## src/rtl/allreduce_pkg.sv

```systemverilog
package allreduce_pkg;
  typedef enum logic [1:0] {
    CTL_IDLE = 2'd0,
    CTL_RUN  = 2'd1,
    CTL_DONE = 2'd2
  } ctl_state_e;

  function automatic int unsigned idx_width(input int unsigned n);
    return (n > 1) ? $clog2(n) : 1;
  endfunction
endpackage

```

## src/rtl/allreduce_seq.sv

```systemverilog
module allreduce_seq
  import allreduce_pkg::*;
#(
  parameter int unsigned ROUNDS = 3,
  parameter int unsigned RIW    = 2
) (
  input  logic           clk,
  input  logic           rst_n,
  input  logic           in_valid,
  output logic           in_ready,
  output logic           load,
  output logic           step,
  output logic [RIW-1:0] round_idx,
  output logic           done
);
  localparam logic [RIW-1:0] LAST = RIW'(ROUNDS - 1);

  ctl_state_e state_q;
  logic [RIW-1:0] rnd_q;

  assign in_ready  = (state_q != CTL_RUN);
  assign load      = in_valid && in_ready;
  assign step      = (state_q == CTL_RUN);
  assign done      = (state_q == CTL_DONE);
  assign round_idx = rnd_q;

  always_ff @(posedge clk or negedge rst_n) begin
    if (!rst_n) begin
      state_q <= CTL_IDLE;
      rnd_q   <= '0;
    end else begin
      case (state_q)
        CTL_RUN: begin
          if (rnd_q == LAST) begin
            state_q <= CTL_DONE;
            rnd_q   <= '0;
          end else begin
            rnd_q <= rnd_q + 1'b1;
          end
        end
        default: begin
          rnd_q   <= '0;
          state_q <= load ? CTL_RUN : CTL_IDLE;
        end
      endcase
    end
  end


  done_single_pulse_chk: assert property (@(posedge clk) disable iff (!rst_n)
    done |=> !done);

  busy_blocks_ready_chk: assert property (@(posedge clk) disable iff (!rst_n)
    load |=> !in_ready);

  round_bound_chk: assert property (@(posedge clk) disable iff (!rst_n)
    step |-> (round_idx <= LAST));

  finish_after_last_chk: assert property (@(posedge clk) disable iff (!rst_n)
    (step && round_idx == LAST) |=> done);
endmodule

```

## src/rtl/allreduce_lanes.sv

```systemverilog
module allreduce_lanes #(
  parameter int unsigned LANES  = 8,
  parameter int unsigned WIDTH  = 8,
  parameter int unsigned ROUNDS = 3,
  parameter int unsigned RIW    = 2
) (
  input  logic                   clk,
  input  logic                   rst_n,
  input  logic                   load,
  input  logic                   step,
  input  logic [RIW-1:0]         round_idx,
  input  logic [LANES*WIDTH-1:0] load_data,
  output logic [LANES*WIDTH-1:0] lane_q
);
  logic [WIDTH-1:0] q       [LANES];
  logic [WIDTH-1:0] partner [LANES];
  logic [WIDTH-1:0] cand    [LANES][ROUNDS];

  for (genvar i = 0; i < LANES; i++) begin : g_lane
    for (genvar r = 0; r < ROUNDS; r++) begin : g_round
      assign cand[i][r] = q[(i + (LANES >> (r + 1))) % LANES];
    end

    always_comb begin
      partner[i] = cand[i][0];
      for (int r = 1; r < ROUNDS; r++) begin
        if (round_idx == RIW'(r)) partner[i] = cand[i][r];
      end
    end

    always_ff @(posedge clk or negedge rst_n) begin
      if (!rst_n)    q[i] <= '0;
      else if (load) q[i] <= load_data[i*WIDTH +: WIDTH];
      else if (step) q[i] <= q[i] + partner[i];
    end

    assign lane_q[i*WIDTH +: WIDTH] = q[i];
  end


  load_capture_chk: assert property (@(posedge clk) disable iff (!rst_n)
    load |=> (lane_q == $past(load_data)));

  hold_idle_chk: assert property (@(posedge clk) disable iff (!rst_n)
    (!load && !step) |=> $stable(lane_q));
endmodule

```

## src/rtl/allreduce_unit.sv

```systemverilog
module allreduce_unit
  import allreduce_pkg::*;
#(
  parameter int unsigned LANES = 8,
  parameter int unsigned WIDTH = 8
) (
  input  logic                   clk,
  input  logic                   rst_n,
  input  logic                   in_valid,
  output logic                   in_ready,
  input  logic [LANES*WIDTH-1:0] in_data,
  output logic                   out_valid,
  output logic [LANES*WIDTH-1:0] out_data
);
  localparam int unsigned ROUNDS = $clog2(LANES);
  localparam int unsigned RIW    = idx_width(ROUNDS);

  logic           load;
  logic           step;
  logic [RIW-1:0] round_idx;
  logic           lanes_agree;

  allreduce_seq #(.ROUNDS(ROUNDS), .RIW(RIW)) u_seq (
    .clk       (clk),
    .rst_n     (rst_n),
    .in_valid  (in_valid),
    .in_ready  (in_ready),
    .load      (load),
    .step      (step),
    .round_idx (round_idx),
    .done      (out_valid)
  );

  allreduce_lanes #(.LANES(LANES), .WIDTH(WIDTH), .ROUNDS(ROUNDS), .RIW(RIW)) u_lanes (
    .clk       (clk),
    .rst_n     (rst_n),
    .load      (load),
    .step      (step),
    .round_idx (round_idx),
    .load_data (in_data),
    .lane_q    (out_data)
  );

  always_comb begin
    lanes_agree = 1'b1;
    for (int i = 1; i < LANES; i++) begin
      if (out_data[i*WIDTH +: WIDTH] != out_data[WIDTH-1:0]) lanes_agree = 1'b0;
    end
  end

  initial begin
    lanes_pow2_chk: assert ((LANES >= 2) && ((LANES & (LANES - 1)) == 0));
  end


  lanes_agree_chk: assert property (@(posedge clk) disable iff (!rst_n)
    out_valid |-> lanes_agree);
endmodule

```

## config.mk

```make
export PLATFORM = sky130hd
export DESIGN_NAME = allreduce_unit
export DESIGN_NICKNAME = d
export VERILOG_FILES = /design/src/rtl/allreduce_pkg.sv /design/src/rtl/allreduce_seq.sv /design/src/rtl/allreduce_lanes.sv /design/src/rtl/allreduce_unit.sv
export SDC_FILE = /design/constraint.sdc
export NUM_CORES = 1
export LEC_CHECK = 0
export ABC_AREA = 1
export BUFFER_PORTS_ARGS = -buffer_cell sky130_fd_sc_hd__buf_4
export CAP_MARGIN = 20
export CORE_UTILIZATION = 35
export DETAILED_ROUTE_END_ITERATION = 8
export GPL_TIMING_DRIVEN = 0
export HOLD_SLACK_MARGIN = 0.05
export PLACE_DENSITY = 0.62
export SYNTH_ARGS = -nofsm -noshare
export SYNTH_HDL_FRONTEND = slang
export SYNTH_SLANG_ARGS = --single-unit
```

## constraint.sdc

```tcl
create_clock -name clk -period 2.6 [get_ports clk]
set_input_delay 0.39 -clock clk [delete_from_list [all_inputs] [get_ports clk]]
set_output_delay 0.39 -clock clk [all_outputs]
set_load 0.02 [all_outputs]
```

== Word-level counts from Yosys, hierarchy flattened ==
Cells that the tools add are included.

* Multiplexer cells: 37
* Eq/ne operators: 6
* Reductions and logical operators: 2
* $add $sub $neg: 9

{| class="wikitable"
|+ Operators by type and width
! operator !! count
|-
| two-way mux 8 bit || 32
|-
| adder 8 bit || 8
|-
| two-way mux 2 bit || 4
|-
| == test 2 x 1 -> 1 bit, second input constant || 2
|-
| == test 2 bit, second input constant || 2
|-
| != test 2 x 1 -> 1 bit, second input constant || 2
|-
| adder 2 x 1 -> 2 bit, second input constant || 1
|-
| nonzero test 2 bit || 1
|-
| logical AND 1 bit || 1
|-
| two-way mux 1 bit || 1
|}

* Input port bits: 67
* Bits in registers: 68
* Word-level logic and storage cells: 64

== Longest topological paths before layout ==
* Depth after elaboration: 6
* Mapped depth: 18
* Mapped depth without buffers: 16

== Hierarchy ==
From an unflattened synthesis, not the netlist that was laid out.

* Cell total of the unflattened synthesis: 1023
* Area total of the unflattened synthesis: 6950.4 µm²

{| class="wikitable"
|+ Modules (own cells, without submodules)
! module !! instances !! cells each !! area each (µm²)
|-
| allreduce_lanes || 1 || 1002 || 6786.5
|-
| allreduce_seq || 1 || 21 || 163.9
|}

== Worst setup path after synthesis ==
OpenSTA, ideal clock, no wires.

* Path type: flip-flop to flip-flop
* Start: register u_seq.rnd_q[0] (netlist: u_seq.round_idx[0])
* End: register u_lanes.q (netlist bit u_lanes.lane_q[14])
* Arrival time: 2463 ps
* Path slack: 12 ps
* Clock period less this slack: 2588 ps
* Buffers on the path: 2
* Cell stages (with the launch flop): 18
* Cell sequence: dfrtp_1 inv_2 nand2_4 inv_2 buf_2 buf_2 a21oi_1 o21ai_0 o21ai_0 ha_1 fa_1 nand3_1 nand2_1 nand2_1 nand2_1 or2_2 nand3_1 nand3_1

* Cells in the longest elaborated chain, start to end: 6

{| class="wikitable"
|+ Ends and longest elaborated chain
! item !! RTL line !! text
|-
| start: declaration || allreduce_seq.sv:19 || <nowiki>logic [RIW-1:0] rnd_q;</nowiki>
|-
| start signal: assignment || allreduce_seq.sv:38 || <nowiki>rnd_q <= rnd_q + 1'b1;</nowiki>
|-
| == test 2 x 1 -> 1 bit || allreduce_lanes.sv:27 || <nowiki>if (round_idx == RIW'(r)) partner[i] = cand[i][r];</nowiki>
|-
| two-way mux 8 bit || allreduce_lanes.sv:27 ||
|-
| two-way mux 8 bit (*) || allreduce_lanes.sv:27 ||
|-
| adder 8 bit (*) || allreduce_lanes.sv:34 || <nowiki>else if (step) q[i] <= q[i] + partner[i];</nowiki>
|-
| two-way mux 8 bit (*) || allreduce_lanes.sv:34 ||
|-
| two-way mux 8 bit (*) || allreduce_lanes.sv:33 || <nowiki>else if (load) q[i] <= load_data[i*WIDTH +: WIDTH];</nowiki>
|-
| end signal: indexed assignment || allreduce_lanes.sv:33 ||
|-
| end signal: indexed assignment || allreduce_lanes.sv:34 ||
|-
| end: declaration || allreduce_lanes.sv:15 || <nowiki>logic [WIDTH-1:0] q [LANES];</nowiki>
|}

Every way passes the cells marked *; elsewhere a longest branch is shown, timed or not. The select of a mux whose other input is x is not followed.
A chain may end at the register's enable or synchronous reset.

== Worst setup path after layout ==
* Start: register u_seq.rnd_q[1] (netlist: u_seq.round_idx[1])
* End: register u_lanes.q (netlist bit u_lanes.lane_q[14])

The elaborated chain is that of the path after synthesis.

==> results.txt <==
The critical path required time came out at roughly 2.8 ns. The number of violations reported at the end of detailed-routing iteration 0 came out at 817. The critical path arrival came out at 2.87 ns.

The last weighted congestion value of the routability-driven placer is 0.928. Global routing consumed, on the met1 layer, 40.8% of the routing resources. The final worst slack is -0.0401 ns.

The number of distinct library cells after synthesis is 33. The checks that failed: negative setup slack. The delay contributed by the slowest stage of the critical path is roughly 0.45 ns. The maximum frequency from static timing analysis is approximately 0.38 GHz. The count of TritonRoute iterations in the first routing pass is 5. Setup repair after global routing could not meet its margin everywhere. The family with the most delay on the worst path is simple AND/OR/NAND/NOR gates. The total global routing overflow is 0.

The final routed wirelength across all metal layers came out at a little over 30000 um. STA classifies the critical path startpoint as a flop. The fraction of registers with async set or reset after synthesis came out at 100%. Global routing consumed, on the met2 layer, 44.5% of the routing resources. The post-route clock skew came out at 0.0122 ns. The total nets after synthesis is 1206. The gate count after technology mapping came out at 1059. The first global-routing pass estimated between 40000 and 50000 um of wire. The top-level I/O count is 133. The total routing usage reported by global routing came out at 29.8%. The worst min-delay path category is in2async. The number of hold-repair buffers added at the cts stage came out at 0. The core outline area is 19600 um2. The total of warnings raised by yosys came out at 0. After layout, the worst path uses 102% of the clock period.

The synthesized area per cell came out at 6.63 um2. The global routing met3 resource utilization came out at 6.90%. The clock period minus final worst setup slack came out at 2.64 ns.

The area taken by flip-flops and latches is 1700 um2. 0 antenna diodes ended up in the layout. The width of the chip is 144 um. The starting density of the core is 35.8%. In the routed layout, each cell is associated on average with a via count of 5.57. Together, buffers and inverters on the worst path number 4. The maximum clock path buffer count is 2. Entering global routing, the biggest net connects between 60 and 70 pins.

Dividing the detail-routed wire length by the instance count gives 20.4 um. Summing over every cut layer, the via total after detailed routing is 8456. The source-to-sink clock delay at the later pin of the worst-skew pair came out at between 0.3 and 0.4 ns. The hold violation total from the final report is 0. Of all nets on the critical path, the largest fanout is 6. The number of enable flip-flop cells after synthesis came out at 0.

The number of H-tree levels came out at 3. For the pin with the worst max-slew slack, the measured transition is 1.01 ns. The signal on the critical path passes through inv_2, nand2_4, buf_8, clkbuf_16, buf_12, o21ai_4, o21ai_2, ha_2, fa_2, nand3_2, nand2_2, nand2_2, nand2_2, or2_4, nand3_2, nand3_2. The worst-case setup slack after placement is -0.746 ns. Summing the sequential cell areas from Yosys gives roughly 24% of the chip area. The worst setup path is captured at a flop. The count of port buffers added during placement is roughly 130. The final antenna-violating net count came out at 0.

The critical path in this run is classified as reg2reg. The clock net sink count is ~70. The run finished, with violations left. The share of post-route cells with drive strength above 1 is 28.1%. The filler cell count in the final layout is 2004. The number of antenna violations at the first check in global routing is 0.

The CTS clock-pin slew for the worst setup and hold paths is 0.07 ns. The area growth from synthesis to layout came out at 38.2%. The total of flip-flops plus latches after synthesis came out at between 60 and 70. The largest individual stage delay along the critical path comes from the cell dfrtp_2. The number of cell rows is slightly above 50. The count of nets after finishing came out at 1394. The post-route DRC violation count is 0. The flip-flop cell with the highest count after synthesis is dfrtp_1. The number of max-slew violations in the final report came out at 0. The floorplan step defined a die boundary enclosing 20600 um2. The number of non-filler instances in the completed layout came out at 1517.

TritonCTS built the clock tree. Setup violations remaining at the end of the flow were counted as 3. The HPWL after detailed placement is 22800 um. The most heavily used metal layer in global routing is met2. In this run the clock root is driven by a clkbuf_16. The total instance count after detailed placement came out at 1456.

The final-layout worst hold slack is between 0.15 and 0.2 ns. The number of global-route vias before repair is 7698. Across the run, the number of max-cap violations was 0. Buffers inserted during clock tree synthesis total 9. The post-synth design cell area is 7020 um2.

The floorplan die height is 144 um. The register-to-register setup slack is -0.04 ns. The remaining max-slew budget at the tightest pin is 32.5%. Summing all multi-input logic gate instances after layout gives 4980 um2.
==> kinds of logic after synthesis <==
kind of cell | synth area share (%)
buffers and inverters | 11.4
flip-flops | 24.2
AND/OR/NAND/NOR | 24.3
XOR/XNOR | 1.75
adder cells (fa/ha/maj) | 15.1
AO/OA/AOI/OAI | 23.3
==> final timing paths <==
path	to	start	cells past startpoint
worst min-delay path	u_lanes.lane_q[58]	rst_n	1
min in group clk	u_lanes.lane_q[42]	in_data[42]	3
worst max register to register	u_lanes.lane_q[14]	u_seq.round_idx[1]	16
worst min register to register	u_seq.round_idx[0]	u_seq.round_idx[1]	1
max in group asynchronous	u_seq.round_idx[1]	rst_n	1
worst max-delay path	u_lanes.lane_q[14]	u_seq.round_idx[1]	16
==> state kept, by name, indices dropped and copies added, names as in the netlist <==
signal	count
u_lanes.lane_q	64
u_seq.state_q	2
u_seq.round_idx	2
==> synth_stat cells, types with 7 or more instances <==
library cell / n / area [um2]
clkbuf_1: 24 / 90.1
a21oi_1: 108 / 541
inv_1: 144 / 541
o221ai_1: 7 / 61.3
o21ai_1: 12 / 60.1
xor2_1: 8 / 70.1
o211ai_1: 22 / 165
fa_1: 8 / 160
o21ai_0: 121 / 606
o22ai_1: 16 / 100
buf_2: 19 / 95.1
nand4_1: 10 / 62.6
nand3_1: 115 / 576
dfrtp_1: 68 / 1700
nand2_1: 225 / 845
nor2_1: 39 / 146
ha_1: 72 / 901
o21bai_1: 7 / 52.6
==> worst reg2reg max path, stage by stage (launching register included) <==
cell and delay (ns):
dfrtp_2 0.45, inv_2 0.09, nand2_4 0.06, buf_8 0.14, clkbuf_16 0.16, buf_12 0.13, o21ai_4 0.16, o21ai_2 0.09
ha_2 0.20, fa_2 0.41, nand3_2 0.08, nand2_2 0.07, nand2_2 0.08, nand2_2 0.06, or2_4 0.22, nand3_2 0.06
nand3_2 0.07
==> metrics by stage <==
step	util (%)	instance area (um2)	setup TNS, ns
4_1_cts	45.4	8890	-0.149
2_1_floorplan	-	7020	0
6_report	49.5	9710	-0.0590
3_5_place_dp	42.6	8340	-17.13
5_1_grt	49.5	9710	-1.10
3_3_place_gp	42.6	8340	-16.47
==> metal layers <==
layer,vias up,routed length [um]
met1,4004,13600
met3,66,2910
met4,0,1110
li1,3959,-
met2,427,13400
met5,-,0
==> area by class of cell <==
cell class              instances  area share, %
flip-flops and latches         68           17.6
multi-input cells             793           51.3
clock buffers                  10           2.36
repair buffers                177           14.2
inverters                     147           5.74
well taps                     265           3.42
plain buffers                  51           4.52
clock inverters                 6          0.915
==> placed cells by master (no fill, tap or decap), drive strengths merged <==
master and count:
buf 206, clkbuf 32, nor3 1, dfrtp 68
nand4 10, nand2b 1, inv 147, nand3b 2
clkinv 2, and2 2, xor2 8, nand2 229
a31o 2, o211ai 22, o221ai 7, nand3 115
fa 8, xnor2 6, bufinv 2, ha 72
clkinvlp 2, o21ai 133, nor2 39, o21bai 7
a21oi 108, a21o 2, a211o 2, or2 1
o22ai 16
==> timing repair <==
item	4_1_cts	5_1_grt
cloned	0	3
gates resized for setup	78	191
endpoints found under the setup margin	52	39
setup buffers	8	34
pin swaps	3	60
Power is left out: the tool's default activity adds up to more than one toggle a clock period on the data nets, which glitch-free logic cannot reach.
